===== config.mk =====
export PLATFORM = sky130hd
export DESIGN_NAME = irq_dispatch
export DESIGN_NICKNAME = d
export VERILOG_FILES = /design/src/rtl/irq_dispatch_pkg.sv /design/src/rtl/irq_dispatch_pick.sv /design/src/rtl/irq_dispatch_regs.sv /design/src/rtl/irq_dispatch.sv
export SDC_FILE = /design/constraint.sdc
export NUM_CORES = 1
export LEC_CHECK = 0
export ABC_AREA = 1
export CORE_UTILIZATION = 45
export DETAILED_ROUTE_END_ITERATION = 10
export HOLD_SLACK_MARGIN = 0.03
export MAX_ROUTING_LAYER = met4
export PLACE_DENSITY = 0.76
export SYNTH_ARGS = -nofsm -noshare
export SYNTH_HDL_FRONTEND = slang
export SYNTH_SLANG_ARGS = --single-unit
export TNS_END_PERCENT = 30

===== constraint.sdc =====
create_clock -name clk -period 13.4 [get_ports clk]
set_clock_uncertainty 0.2 [all_clocks]
set_input_delay 3.35 -clock clk [delete_from_list [all_inputs] [get_ports clk]]
set_output_delay 3.35 -clock clk [all_outputs]
set_load 0.02 [all_outputs]

===== src/rtl/irq_dispatch_pkg.sv =====
`timescale 1ns/1ps
package irq_dispatch_pkg;

    localparam int ADDR_W = 16;
    localparam int DATA_W = 32;

    // Register pages (upper address bits select the space)
    localparam logic [ADDR_W-1:0] PCI_MAP_BASE  = 16'h0C00;
    localparam logic [ADDR_W-1:0] OBIO_MAP_BASE = 16'h1000;
    localparam logic [ADDR_W-1:0] PCI_CLR_BASE  = 16'h1400;
    localparam logic [ADDR_W-1:0] OBIO_CLR_BASE = 16'h1800;

    localparam logic [11:0] PCI_LOW_FILL  = 12'h7C0;
    localparam logic [11:0] OBIO_LOW_FILL = 12'h7E0;

    typedef enum logic [2:0] {
        EV_IDLE,
        EV_PCI_MAP,
        EV_OBIO_MAP,
        EV_PCI_CLR,
        EV_OBIO_CLR
    } wr_kind_e;

    typedef struct packed {
        wr_kind_e   kind;
        logic [4:0] idx;
        logic       en;
    } wr_ev_t;

    function automatic logic [DATA_W-2:0] pci_low(input logic [4:0] i);
        return (DATA_W-1)'(PCI_LOW_FILL) | (DATA_W-1)'({i, 2'b00});
    endfunction

    function automatic logic [DATA_W-2:0] obio_low(input logic [4:0] k);
        return (DATA_W-1)'(OBIO_LOW_FILL) + (DATA_W-1)'(k);
    endfunction

endpackage


===== src/rtl/irq_dispatch_pick.sv =====
`timescale 1ns/1ps
module irq_dispatch_pick #(
    parameter int N  = 64,
    localparam int IW = (N > 1) ? $clog2(N) : 1
) (
    input  logic [N-1:0]  cand,
    output logic          hit,
    output logic [IW-1:0] idx
);

    always_comb begin
        hit = |cand;
        idx = '0;
        for (int i = N - 1; i >= 0; i--) begin
            if (cand[i]) begin
                idx = IW'(i);
            end
        end
    end

endmodule


===== src/rtl/irq_dispatch_regs.sv =====
`timescale 1ns/1ps
module irq_dispatch_regs
    import irq_dispatch_pkg::*;
#(
    parameter int N_PMAP = 8,
    parameter int N_OBIO = 32,
    localparam int PIW   = $clog2(N_PMAP),
    localparam int OIW   = $clog2(N_OBIO)
) (
    input  logic              clk,
    input  logic              rst_n,
    input  logic              bus_wr,
    input  logic [ADDR_W-1:0] bus_addr,
    input  logic [DATA_W-1:0] bus_wdata,
    output logic [DATA_W-1:0] bus_rdata,
    output logic [N_PMAP-1:0] pci_en_q,
    output logic [N_PMAP-1:0] pci_en_nx,
    output logic [N_OBIO-1:0] obio_en_q,
    output logic [N_OBIO-1:0] obio_en_nx,
    output wr_ev_t            wr_ev
);

    typedef struct packed {
        logic [N_PMAP-1:0] pci_en;
        logic [N_OBIO-1:0] obio_en;
    } regs_t;

    regs_t    s_d, s_q;
    wr_kind_e kind;
    logic [4:0] idx;
    logic [DATA_W-2:0] unused_wdata_low;

    assign unused_wdata_low = bus_wdata[DATA_W-2:0];

    // Address decode
    always_comb begin
        kind = EV_IDLE;
        idx  = '0;
        if (bus_addr[ADDR_W-1:6] == PCI_MAP_BASE[ADDR_W-1:6]
            && 32'(bus_addr[5:3]) < N_PMAP) begin
            kind = EV_PCI_MAP;
            idx  = 5'(bus_addr[5:3]);
        end else if (bus_addr[ADDR_W-1:8] == OBIO_MAP_BASE[ADDR_W-1:8]
                     && 32'(bus_addr[7:3]) < N_OBIO) begin
            kind = EV_OBIO_MAP;
            idx  = bus_addr[7:3];
        end else if (bus_addr[ADDR_W-1:8] == PCI_CLR_BASE[ADDR_W-1:8]
                     && 32'(bus_addr[7:5]) < N_PMAP) begin
            kind = EV_PCI_CLR;
            idx  = 5'(bus_addr[7:5]);
        end else if (bus_addr[ADDR_W-1:8] == OBIO_CLR_BASE[ADDR_W-1:8]
                     && 32'(bus_addr[7:3]) < N_OBIO) begin
            kind = EV_OBIO_CLR;
            idx  = bus_addr[7:3];
        end
    end

    // Read mux
    always_comb begin
        case (kind)
            EV_PCI_MAP:  bus_rdata = {s_q.pci_en[idx[PIW-1:0]], pci_low(idx)};
            EV_OBIO_MAP: bus_rdata = {s_q.obio_en[idx[OIW-1:0]], obio_low(idx)};
            default:     bus_rdata = '0;
        endcase
    end

    // Next state
    always_comb begin
        s_d = s_q;
        if (bus_wr) begin
            if (kind == EV_PCI_MAP) begin
                s_d.pci_en[idx[PIW-1:0]] = bus_wdata[DATA_W-1];
            end else if (kind == EV_OBIO_MAP) begin
                s_d.obio_en[idx[OIW-1:0]] = bus_wdata[DATA_W-1];
            end
        end
    end

    always_ff @(posedge clk) begin
        if (!rst_n) begin
            s_q <= '0;
        end else begin
            s_q <= s_d;
        end
    end

    assign pci_en_q   = s_q.pci_en;
    assign obio_en_q  = s_q.obio_en;
    assign pci_en_nx  = s_d.pci_en;
    assign obio_en_nx = s_d.obio_en;
    assign wr_ev      = '{kind: (bus_wr ? kind : EV_IDLE), idx: idx, en: bus_wdata[DATA_W-1]};


    pci_map_store_chk: assert property (@(posedge clk) disable iff (!rst_n)
        (wr_ev.kind == EV_PCI_MAP) |=> (pci_en_q[$past(wr_ev.idx[PIW-1:0])] == $past(wr_ev.en)));


    obio_map_store_chk: assert property (@(posedge clk) disable iff (!rst_n)
        (wr_ev.kind == EV_OBIO_MAP) |=> (obio_en_q[$past(wr_ev.idx[OIW-1:0])] == $past(wr_ev.en)));

endmodule


===== src/rtl/irq_dispatch.sv =====
`timescale 1ns/1ps
module irq_dispatch
    import irq_dispatch_pkg::*;
#(
    parameter int N_PCI   = 32,
    parameter int N_OBIO  = 32,
    parameter int PCI_GRP = 4
) (
    input  logic                    clk,
    input  logic                    rst_n,
    input  logic [N_PCI+N_OBIO-1:0] irq_in,
    input  logic                    bus_wr,
    input  logic [ADDR_W-1:0]       bus_addr,
    input  logic [DATA_W-1:0]       bus_wdata,
    output logic [DATA_W-1:0]       bus_rdata,
    output logic [N_PCI+N_OBIO-1:0] req_vec
);

    localparam int N_SRC  = N_PCI + N_OBIO;
    localparam int N_PMAP = N_PCI / PCI_GRP;
    localparam int IDX_W  = $clog2(N_SRC);
    localparam int SRC_W  = $clog2(N_SRC + 1);
    localparam int PIDX_W = $clog2(N_PCI);
    localparam int GRP_W  = $clog2(PCI_GRP);
    localparam int PMW    = $clog2(N_PMAP);
    localparam int OIW    = $clog2(N_OBIO);
    localparam logic [SRC_W-1:0] NONE = SRC_W'(N_SRC);

    typedef struct packed {
        logic [SRC_W-1:0] req;
        logic [N_PCI-1:0] irq_prev;
    } ctl_t;

    ctl_t s_d, s_q;

    logic [N_PMAP-1:0] pci_en_q, pci_en_nx;
    logic [N_OBIO-1:0] obio_en_q, obio_en_nx;
    wr_ev_t            wr_ev;

    logic [N_SRC-1:0]  src_en_q, src_en_nx, cand;
    logic [N_PCI-1:0]  rise;
    logic              all_hit, rise_hit;
    logic [IDX_W-1:0]  all_idx;
    logic [PIDX_W-1:0] rise_idx;

    logic              req_valid, req_is_pci, req_is_obio;
    logic [IDX_W-1:0]  req_num;
    logic [PMW-1:0]    req_grp;
    logic              grp_match, obio_match, clear_hit;

    irq_dispatch_regs #(
        .N_PMAP (N_PMAP),
        .N_OBIO (N_OBIO)
    ) u_regs (
        .clk        (clk),
        .rst_n      (rst_n),
        .bus_wr     (bus_wr),
        .bus_addr   (bus_addr),
        .bus_wdata  (bus_wdata),
        .bus_rdata  (bus_rdata),
        .pci_en_q   (pci_en_q),
        .pci_en_nx  (pci_en_nx),
        .obio_en_q  (obio_en_q),
        .obio_en_nx (obio_en_nx),
        .wr_ev      (wr_ev)
    );

    // Per-source enable from the mapping registers
    for (genvar n = 0; n < N_SRC; n++) begin : g_src
        if (n < N_PCI) begin : g_pci
            assign src_en_q[n]  = pci_en_q[n / PCI_GRP];
            assign src_en_nx[n] = pci_en_nx[n / PCI_GRP];
        end else begin : g_obio
            assign src_en_q[n]  = obio_en_q[n - N_PCI];
            assign src_en_nx[n] = obio_en_nx[n - N_PCI];
        end
        assign req_vec[n] = req_valid && (req_num == IDX_W'(n));
    end

    assign cand = irq_in & src_en_nx;
    assign rise = irq_in[N_PCI-1:0] & ~s_q.irq_prev & src_en_nx[N_PCI-1:0];

    irq_dispatch_pick #(.N(N_SRC)) u_pick_all (
        .cand (cand),
        .hit  (all_hit),
        .idx  (all_idx)
    );

    irq_dispatch_pick #(.N(N_PCI)) u_pick_rise (
        .cand (rise),
        .hit  (rise_hit),
        .idx  (rise_idx)
    );

    // Outstanding-request decode
    assign req_valid   = (s_q.req != NONE);
    assign req_num     = s_q.req[IDX_W-1:0];
    assign req_is_pci  = req_valid && (req_num < IDX_W'(N_PCI));
    assign req_is_obio = req_valid && !req_is_pci;
    assign req_grp     = req_num[PIDX_W-1:GRP_W];
    assign grp_match   = req_is_pci && (req_grp == wr_ev.idx[PMW-1:0]);
    assign obio_match  = req_is_obio
                         && ((req_num - IDX_W'(N_PCI)) == IDX_W'(wr_ev.idx));

    always_comb begin
        case (wr_ev.kind)
            EV_PCI_MAP:  clear_hit = !wr_ev.en && grp_match;
            EV_OBIO_MAP: clear_hit = !wr_ev.en && obio_match;
            EV_PCI_CLR:  clear_hit = grp_match;
            EV_OBIO_CLR: clear_hit = obio_match;
            default:     clear_hit = 1'b0;
        endcase
    end

    always_comb begin
        s_d          = s_q;
        s_d.irq_prev = irq_in[N_PCI-1:0];
        if (clear_hit) begin
            s_d.req = NONE;
        end else if (!req_valid) begin
            if (all_hit) begin
                s_d.req = SRC_W'(all_idx);
            end
        end else if (rise_hit) begin
            s_d.req = SRC_W'(rise_idx);
        end
    end

    always_ff @(posedge clk) begin
        if (!rst_n) begin
            s_q.req      <= NONE;
            s_q.irq_prev <= '0;
        end else begin
            s_q <= s_d;
        end
    end

    logic [N_PCI-1:0] clr_grp_mask;
    assign clr_grp_mask = N_PCI'({PCI_GRP{1'b1}}) << (int'(wr_ev.idx[PMW-1:0]) * PCI_GRP);


    req_onehot_chk: assert property (@(posedge clk) disable iff (!rst_n)
        $onehot0(req_vec));


    req_enabled_chk: assert property (@(posedge clk) disable iff (!rst_n)
        req_valid |-> src_en_q[req_num]);


    lowest_pick_chk: assert property (@(posedge clk) disable iff (!rst_n)
        $rose(req_valid) |->
            (($past(cand) & ((N_SRC'(1) << req_num) - N_SRC'(1))) == '0));


    req_hold_chk: assert property (@(posedge clk) disable iff (!rst_n)
        (req_valid && wr_ev.kind == EV_IDLE && !rise_hit) |=> $stable(req_vec));


    pci_clear_chk: assert property (@(posedge clk) disable iff (!rst_n)
        (wr_ev.kind == EV_PCI_CLR && |(req_vec[N_PCI-1:0] & clr_grp_mask))
            |=> (req_vec == '0));


    obio_clear_chk: assert property (@(posedge clk) disable iff (!rst_n)
        (wr_ev.kind == EV_OBIO_CLR && req_vec[N_PCI + int'(wr_ev.idx[OIW-1:0])])
            |=> (req_vec == '0));

endmodule


==> flow_summary.ini, run 1 <==
[run_status]
result_of_the_run = complete, no violations

[logic_synthesis]
ys_seq_elements = 79
yosysWarningCount = 0
post_synthesis_area_per_instance_um2 = 5.831
syn_area_um2 = 5907
post_synth_num_cell_types = 54
synth_common_cells = nand2_1 (331), nor2_1 (203), inv_1 (126), dfxtp_1 (79), o21ai_0 (37)
synth_top_cell_area_share_pct = 26.77
synth-edff-count = 0
ys_async_sr_fraction_pct = 0
dominantRegCellSynth = dfxtp_1
yosys.cell_count.top_type = nand2_1
main_combinational_cell_family_by_area_after_synthesis = simple AND/OR/NAND/NOR gates
synthTopCellsByArea = dfxtp_1 (27%), nand2_1 (21%), nor2_1 (13%)
syn-instance-count = 1013
post_synth_xor_area_fraction_pct = 0.7414
synth_compound_area_share_pct = 13.75
area_leader_netlist = dfxtp_1
sequential_cell_area_fraction_in_the_yosys_report_pct = 26.77
yosys.area_share.adder_pct = 0
multiplexer_fraction_of_the_synthesized_cell_area_pct = 2.033
synthSimpleGateAreaFrac_pct = 43.51

[routing]
drt_antenna_net_count = 0
post_route_drc_violation_count = 0
routed_wire_length_per_instance_um = 12.78
drt_iter0_markers = 438
vias_per_cell = 4.905
drt_first_pass_iters = 6
routed_wirelength_mm = 17.04
vias = 6539

[die]
core_region_area_um2 = 12720
placementRows = 41
die-area_um2 = 13590
pin_count = 211
dieHeight_um = 116.6
floorplan.initialDensity_pct = 46.43
die_w_um = 116.6

[power]
vdd.ir_drop.worst_mv = 0.06577
power.combinational.fraction_pct = 31.1
p_leak_nw = 3.941
p_sw_share_pct = 34.27
internal_power_uw = 478.2
seq_power_share_pct = 35.9
total_switching_power_uw = 249.3
clock_power_share_pct = 33.0
power_density_nw_per_um2 = 93.16

[layout]
antenna-diode-count = 0
layout-drive-gt1-share_pct = 5.254
area_delta_synth_final_pct = 32.20
num-fill-cells = 1265
finish.net_count = 1273
multi_input_area_um2 = 3621
stdcell_count = 1333
sequential_cell_area_um2 = 1582

[clocking]
clk_latency_ns = 0.34
postCtsSetupRepairBufs = 0
clock-root-buffer = clkbuf_16
cts_htree_levels = 3
cts_hold_buffers = 0
path_clk_slew_ns = 0.06
tritoncts = built
cts_made_buffers = 9
clock_sink_count = 79
max_root_sink_buffers = 2
cts_resized = 0

[timing]
worst_slew_pin_slew_ns = 0.5939
grt_setup_unrepaired = no
tns_ns = 0
final-max-slew-violation-count = 0
setup_viol_count_final = 0
period_needed_ns = 10.22
finalWorstSetupSlack_ns = 3.176
min_period_over_period_pct = 76.30
report.final.hold_viol_count = 0
fmax_ghz = 0.09781
timing.slew.headroom_pct = 60.31
finalHoldWorstSlack_ns = 0.3151

[placed_design]
dp.final_hpwl_mm = 13.32
io_buffer_count = 156
finalWeightedCongestion = 0.9298
dpl.cell_count = 1319
dp_worst_setup_slack_ns = 3.256

[global_routing]
wire_length_of_the_first_global_routing_pass_mm = 27.81
grt_antenna_before_repair = 0
grt_max_degree = 41
number_of_global_route_vias_before_repair = 5930
grt.overflow.total = 0
gr-usage-all-layers_pct = 26.80

[hold_path]
min-delay-path-class = flop to flop

[critical_path]
minimum_setup_slack_among_reg_to_reg_paths_ns = 9.31
arrival_ns = 6.67
critical_path_maximum_fanout = 10
setup.worst_path.class = primary input to output pin
critPathRequiredTime_ns = 9.85
worst_setup_path_end_kind = output pin
timing.critical_path.from_type = primary input

[flow_run]
maxCapViolCount = 0
metrics by stage:
step                      utilization [%]  instance area, µm²  total power, mW
final                               61.38                7809           0.7274
after global routing                61.38                7809           0.7714
after CTS                           61.38                7809           0.7298
after detailed placement            59.13                7522           0.4918
after global placement              59.13                7522           0.4901
after floorplan                         -                5978           0.4127
power by group through the flow:
| stage | Sequential (mW) | Combinational, mW | Clock (mW) |
|---|---|---|---|
| 3_5_place_dp | 0.266 | 0.226 | 0 |
| 4_1_cts | 0.261 | 0.227 | 0.242 |
| 3_3_place_gp | 0.265 | 0.225 | 0 |
| 6_report | 0.261 | 0.227 | 0.240 |
| 2_1_floorplan | 0.261 | 0.152 | 0 |
| 5_1_grt | 0.263 | 0.257 | 0.251 |
flip-flops by register name, indices dropped and copies added (netlist names):
signal and count:
req_grp 3, req_num 3, s_q 33, u_regs.obio_en_q 32
u_regs.pci_en_q 8
final cells by class:
class | count | share of cell area (%)
clock inverters | 4 | 0.6089
flip-flops and latches | 79 | 20.25
inverters | 136 | 6.666
clock buffers | 10 | 3.060
well taps | 172 | 2.756
multi-input cells | 773 | 46.37
repair buffers | 159 | 20.29
layer usage:
layer	vias to the layer above	global-route usage (%)	wire length, µm
met5	-	-	0
met4	0	8.861	342
met3	29	3.321	1220
met2	243	45.21	7792
met1	2855	33.13	7683
li1	3412	-	-
path summary, 6_finish.rpt:
| check | from | endpoint | cells past startpoint |
|---|---|---|---|
| setup / recovery | bus_addr[7] | bus_rdata[31] | 18 |
| hold / removal | s_q[38] | s_q[38] | 2 |
| setup reg to reg | u_regs.obio_en_q[31] | req_num[0] | 67 |
| hold reg to reg | s_q[38] | s_q[38] | 2 |
cells by family (layout without fill, tap and decap cells):
| family | Yosys count | after routing |
|---|---|---|
| flops | 79 | 79 |
| xor+xnor | 5 | 5 |
| compound gates | 125 | 125 |
| simple gates | 611 | 611 |
| other cells | 1 | 20 |
| buf+inv | 180 | 309 |
| mux | 12 | 12 |
cell usage in the layout (no fill, tap or decap), drive strengths merged, types with 4 or more instances in the layout:
cell type,netlist,routed
clkinv,2,4
nand2,341,341
dfxtp,79,79
nor3,6,6
a21o,5,5
o21a,17,17
mux2i,12,12
clkbuf,19,10
a21oi,18,18
clkdlybuf4s50,0,156
a31oi,7,7
xor2,5,5
o21ai,37,37
o22ai,15,15
o32ai,4,4
inv,134,134
nor2,219,219
conb,1,20
nand3,31,31
critical path, cell delays in order:
cell	delay (ns)
clkdlybuf4s50_1	0.64
inv_2	0.09
nand2_1	0.10
nor2_2	0.05
nand3_4	0.11
nand2_4	0.09
nand2_4	0.09
nand2_8	0.10
nor2_2	0.17
clkinv_1	0.34
o22ai_1	0.27
a21oi_1	0.06
o211ai_1	0.10
o21ai_0	0.13
a22o_1	0.25
nand2_1	0.06
nand3_1	0.12
clkdlybuf4s50_1	0.57
No activity file was read; power rests on OpenSTA's default activity.
==> run 2, diff against run 1 <==
- CORE_UTILIZATION: 45 -> 42
- PLACE_DENSITY: 0.76 -> 0.75
- clock period: 13.4 -> 9.4 ns (I/O delays scaled with it)
==> run 2 against run 1 <==
Sequential share of layout area hardly changed; design area grew 0.19%; critical path depth stayed put; register-to-register slack got worse by 4.1 ns; count of clock-buffer cells in the layout grew 4; final cell count grew 0.45%; first-iteration DRC count fell by 11%; sequential power rose by 43%; core utilization decreased by 3.2 points; clock power up 41%; setup slack got worse by 2.0 ns; highest routed layer unchanged; via count up 0.58%.
==> flow_summary.ini, run 2 (synthesized netlist as in run 1, its figures left out) <==
[power]
vdd.ir_drop.worst_mv = 0.06700
total_power_mw = 1.041
power_density_nw_per_um2 = 133.1
p_leak_nw = 3.946

[routing]
m1WireLength_mm = 7.785
met3_wirelength_mm = 1.062
drt_antenna_net_count = 0
vias = 6577
vias_per_cell = 4.912
routed_wire_length_per_instance_um = 12.91
drt_first_pass_iters = 5
route.top_layer_used = met4
routed_wirelength_mm = 17.29
drt_iter0_markers = 390
met2_wirelength_mm = 8.144
post_route_drc_violation_count = 0

[placed_design]
finalWeightedCongestion = 0.9018
place_area_um2 = 7527
dp.final_hpwl_mm = 13.58
io_buffer_count = 156

[layout]
area_delta_synth_final_pct = 32.45
final_common_cell = nand2_1
finish.net_count = 1273
antenna-diode-count = 0
layout_common_cells = nand2_1 (331), nor2_1 (203), clkdlybuf4s50_1 (156)
largest_register_ffs = 33
postLayoutCoreUtil_pct = 58.16
layout-drive-gt1-share_pct = 5.331
fin_area_um2 = 7824
regMostFlops = s_q

[critical_path]
critPathRequiredTime_ns = 6.85
crit_path_end = bus_rdata[31]
crit_path_cell_trace = clkdlybuf4s50_1 -> inv_2 -> nand2_1 -> nor2_2 -> nand3_4 -> nand2_4 -> nand2_4 -> nand2_8 -> nor2_2 -> clkinv_1 -> o22ai_1 -> a21oi_1 -> o211ai_1 -> o21ai_0 -> a22o_1 -> nand2_1 -> nand3_1 -> clkdlybuf4s50_1
critical-path-slowest-cell = clkdlybuf4s50_1
timing.critical_path.from_type = primary input
worstSetupStartpoint = bus_addr[7]
minimum_setup_slack_among_reg_to_reg_paths_ns = 5.21
crit_family = buffers and inverters
worst_setup_path_end_kind = output pin
reg2reg_depth = 67
setup.worst_path.class = primary input to output pin
r2r-end = req_num[0]
worst-path-buf-inv = 4
r2r-start = u_regs.obio_en_q[31]
max_stage_delay_ns = 0.64
critical_path_maximum_fanout = 10
arrival_ns = 5.66
critical_path_depth = 18

[global_routing]
number_of_global_route_vias_before_repair = 6046
gr-usage-all-layers_pct = 24.99
wire_length_of_the_first_global_routing_pass_mm = 28.39
grt_antenna_before_repair = 0
grt.overflow.total = 0
grt_max_degree = 41

[timing]
final-max-slew-violation-count = 0
min_period_over_period_pct = 87.35
worst_slew_pin_slew_ns = 0.6381
report.final.hold_viol_count = 0
tns_ns = 0
fmax_ghz = 0.1218
timing.slew.headroom_pct = 57.36
grt_setup_unrepaired = no
setup_viol_count_final = 0
period_needed_ns = 8.211

[die]
die-area_um2 = 14540
pin_count = 211
core_region_area_um2 = 13450
floorplan.initialDensity_pct = 43.91
die_w_um = 120.6
dieHeight_um = 120.6
placementRows = 42

[clocking]
clk_latency_ns = 0.33
cts_resized = 0
postCtsSetupRepairBufs = 0
path_clk_slew_ns = 0.06
cts_made_buffers = 9
max_root_sink_buffers = 2
clock_sink_count = 79
cts_htree_levels = 3
clock-root-buffer = clkbuf_16
cts_hold_buffers = 0
tritoncts = built

[flow_run]
maxCapViolCount = 0

[hold_path]
min-delay-path-class = flop to flop

[run_status]
result_of_the_run = complete, no violations
-- run 2: cell type report --
cell class / instances / area (µm²)
timing repair buffer: 159 / 1584
inverter: 136 / 520.5
fill: 1311 / 5629
clock inverter: 2 / 12.51
multi-input combinational: 773 / 3621
sequential: 79 / 1582
tap: 176 / 220.2
clock buffer: 14 / 284.0
-- run 2: per-layer routing --
layer | track usage, % | vias to the layer above
li1 | - | 3404
met1 | 30.90 | 2900
met2 | 41.92 | 252
met3 | 3.019 | 21
met4 | 8.951 | 0
met5 | - | -
-- run 2: worst min path at each step --
stage          slack (ns)     from      end  cells past startpoint
2_1_floorplan        0.26  s_q[38]  s_q[38]                      2
3_3_place_gp         0.29  s_q[38]  s_q[38]                      2
3_5_place_dp         0.29  s_q[38]  s_q[38]                      2
4_1_cts              0.30  s_q[38]  s_q[38]                      2
5_1_grt              0.35  s_q[38]  s_q[38]                      2
6_report             0.30  s_q[38]  s_q[38]                      2
-- run 2: where the power goes --
part	leakage, nW	switching [mW]	internal [mW]
Clock	0.145	0.131	0.207
Combinational	3.15	0.213	0.118
Sequential	0.646	0.0168	0.355
Total	3.95	0.361	0.680
-- run 2: stage by stage --
step                      hold slack, ns  setup slack [ns]  instances
after floorplan                   0.2631             2.628       1032
after global placement            0.2889             1.301       1323
after detailed placement          0.2896             1.277       1323
after CTS                         0.2981             1.272       1339
after global routing              0.3494            0.7569       1339
final                             0.2960             1.189       1339
-- run 2: worst register-to-register path: cells and delay by family, from the launching register on --
| family | cells | cell delay [ns] |
|---|---|---|
| AND/OR/NAND/NOR | 65 | 3.43 |
| flip-flops | 1 | 0.32 |
| AO/OA/AOI/OAI | 2 | 0.21 |
==> run 3, diff against run 2 <==
- ABC_AREA: 1 -> unset
- CORE_UTILIZATION: 42 -> 44
- CTS_CLUSTER_DIAMETER: unset -> 100
- HOLD_SLACK_MARGIN: 0.03 -> unset
==> run 3 against run 2 <==
Via count rose by 15%; design area grew 11%; core utilization decreased by 0.83 points; power up 0.93%; area after synthesis grew 16%; critical path depth shrank 7; routed wire length is 26% higher; die area rose by 11%; count of clock-buffer cells in the layout down 3; clock power increased by 2%.
==> flow_summary.ini, run 3 <==
[run_status]
result_of_the_run = complete, no violations

[clocking]
cts_hold_buffers = 0
clock-root-buffer = clkbuf_16
clk_latency_ns = 0.35
max_root_sink_buffers = 2
cts_resized = 0
clock_sink_count = 79
cts_made_buffers = 9
path_clk_slew_ns = 0.06
postCtsSetupRepairBufs = 0
tritoncts = built
cts_htree_levels = 3

[logic_synthesis]
synthTopCellsByArea = dfxtp_1 (23%), nor2_1 (7.9%), mux2i_1 (5.7%)
yosys.area_share.adder_pct = 0
post_synthesis_area_per_instance_um2 = 7.245
post_synth_num_cell_types = 91
ys_async_sr_fraction_pct = 0
synth_common_cells = nor2_1 (145), nand2_1 (104), dfxtp_1 (79), and2_1 (52), nor2b_1 (43)
synth-edff-count = 0
area_leader_netlist = dfxtp_1
yosys.cell_count.top_type = nor2_1
yosysWarningCount = 0
sequential_cell_area_fraction_in_the_yosys_report_pct = 23.00
synthSimpleGateAreaFrac_pct = 38.25
syn_area_um2 = 6875
dominantRegCellSynth = dfxtp_1
synth_top_cell_area_share_pct = 23.00
post_synth_xor_area_fraction_pct = 1.019
ys_seq_elements = 79
main_combinational_cell_family_by_area_after_synthesis = simple AND/OR/NAND/NOR gates
multiplexer_fraction_of_the_synthesized_cell_area_pct = 8.408
synth_compound_area_share_pct = 21.93
syn-instance-count = 949

[routing]
routed_wire_length_per_instance_um = 17.21
routed_wirelength_mm = 21.75
drt_antenna_net_count = 0
vias = 7542
drt_first_pass_iters = 5
post_route_drc_violation_count = 0
drt_iter0_markers = 567
vias_per_cell = 5.967

[power]
vdd.ir_drop.worst_mv = 0.1073
power_density_nw_per_um2 = 120.6
p_leak_nw = 3.125

[layout]
area_delta_synth_final_pct = 26.75
regMostFlops = s_q
finish.net_count = 1186
num-fill-cells = 1433
antenna-diode-count = 0
postLayoutCoreUtil_pct = 57.33
layout_common_cells = clkdlybuf4s50_1 (154), nor2_1 (145), nand2_1 (104)
final_common_cell = clkdlybuf4s50_1
layout-drive-gt1-share_pct = 7.435
largest_register_ffs = 33

[placed_design]
dp_worst_setup_slack_ns = 0.7841
dp.final_hpwl_mm = 16.42
io_buffer_count = 156
finalWeightedCongestion = 0.9285

[hold_path]
worst_hold_startpoint = s_q[38]
hold_depth = 2
min-delay-path-class = flop to flop
hold_path_endpoint = s_q[38]

[die]
placementRows = 45
dieHeight_um = 127.0
core_region_area_um2 = 15200
die_w_um = 127.0
pin_count = 211
floorplan.initialDensity_pct = 45.23
die-area_um2 = 16130

[global_routing]
wire_length_of_the_first_global_routing_pass_mm = 34.54
number_of_global_route_vias_before_repair = 6805
grt_antenna_before_repair = 0
grt_max_degree = 74
grt.overflow.total = 0
gr-usage-all-layers_pct = 27.51

[timing]
fmax_ghz = 0.1153
timing.slew.headroom_pct = 27.13
finalWorstSetupSlack_ns = 0.7273
final-max-slew-violation-count = 0
period_needed_ns = 8.673
worst_slew_pin_slew_ns = 1.086
grt_setup_unrepaired = no
tns_ns = 0
min_period_over_period_pct = 92.26
setup_viol_count_final = 0
report.final.hold_viol_count = 0

[critical_path]
critical_path_maximum_fanout = 23
reg2reg_depth = 8
arrival_ns = 6.12
r2r-start = req_grp[2]
r2r-end = req_num[0]
setup.worst_path.class = primary input to output pin
worst_setup_path_end_kind = output pin
timing.critical_path.from_type = primary input
minimum_setup_slack_among_reg_to_reg_paths_ns = 5.43
critPathRequiredTime_ns = 6.85

[flow_run]
maxCapViolCount = 0
[run 3: logic make-up (layout without fill, tap and decap cells)]
family / Yosys count / after routing
buffers and inverters: 102 / 210
multiplexers: 52 / 52
XOR/XNOR: 8 / 8
other: 1 / 20
AO/OA/AOI/OAI: 206 / 206
flip-flops: 79 / 79
AND/OR/NAND/NOR: 501 / 501
[run 3: worst max-delay path by stage]
stage,startpoint,endpoint,slack [ns],depth (start not counted)
after global placement,bus_addr[6],bus_rdata[31],0.82,11
after detailed placement,bus_addr[6],bus_rdata[31],0.78,10
final,bus_addr[6],bus_rdata[31],0.73,11
after global routing,bus_addr[10],bus_rdata[31],0.51,11
after CTS,bus_addr[6],bus_rdata[31],0.79,11
after floorplan,bus_addr[7],bus_rdata[31],2.14,9
[run 3: stage by stage]
| stage | hold slack (ns) | total power [mW] | std cells | cell area [µm²] |
|---|---|---|---|---|
| after floorplan | 0.2531 | 0.5920 | 968 | 6947 |
| final | 0.2897 | 1.051 | 1264 | 8715 |
| after CTS | 0.2916 | 1.051 | 1264 | 8715 |
| after detailed placement | 0.2769 | 0.7073 | 1248 | 8421 |
| after global routing | 0.3257 | 1.100 | 1264 | 8715 |
| after global placement | 0.2791 | 0.7037 | 1248 | 8421 |
[run 3: final cells by class]
type / count / area [µm²] / share of cell area [%]
multi-input cells: 787 / 4861 / 55.78
clock buffers: 11 / 252.7 / 2.900
flip-flops and latches: 79 / 1582 / 18.15
repair buffers: 169 / 1649 / 18.92
well taps: 188 / 235.2 / 2.699
inverters: 25 / 93.84 / 1.077
clock inverters: 5 / 41.29 / 0.4738
[run 3: report_power, final]
part	leakage, nW	switching [mW]	internal (mW)
logic	2.34	0.208	0.132
registers	0.646	0.0166	0.350
clock network	0.138	0.150	0.195
[run 3: critical path: stages]
cell	delay [ns]
clkdlybuf4s50_1	0.69
nor4b_4	0.57
nand3_1	0.23
a21o_1	0.53
nand2_1	0.18
and3_1	0.17
a31oi_1	0.06
mux4_2	0.52
mux2i_1	0.18
o22ai_1	0.11
clkdlybuf4s50_1	0.55
[run 3: routing by layer]
metal  wire length [µm]  GRT usage [%]  share of wire [%]
met5                  0              -                  0
met4                717          11.27                3.3
met3               1304          4.899                6.0
met2              10180          44.09                 47
met1               9551          34.21                 44
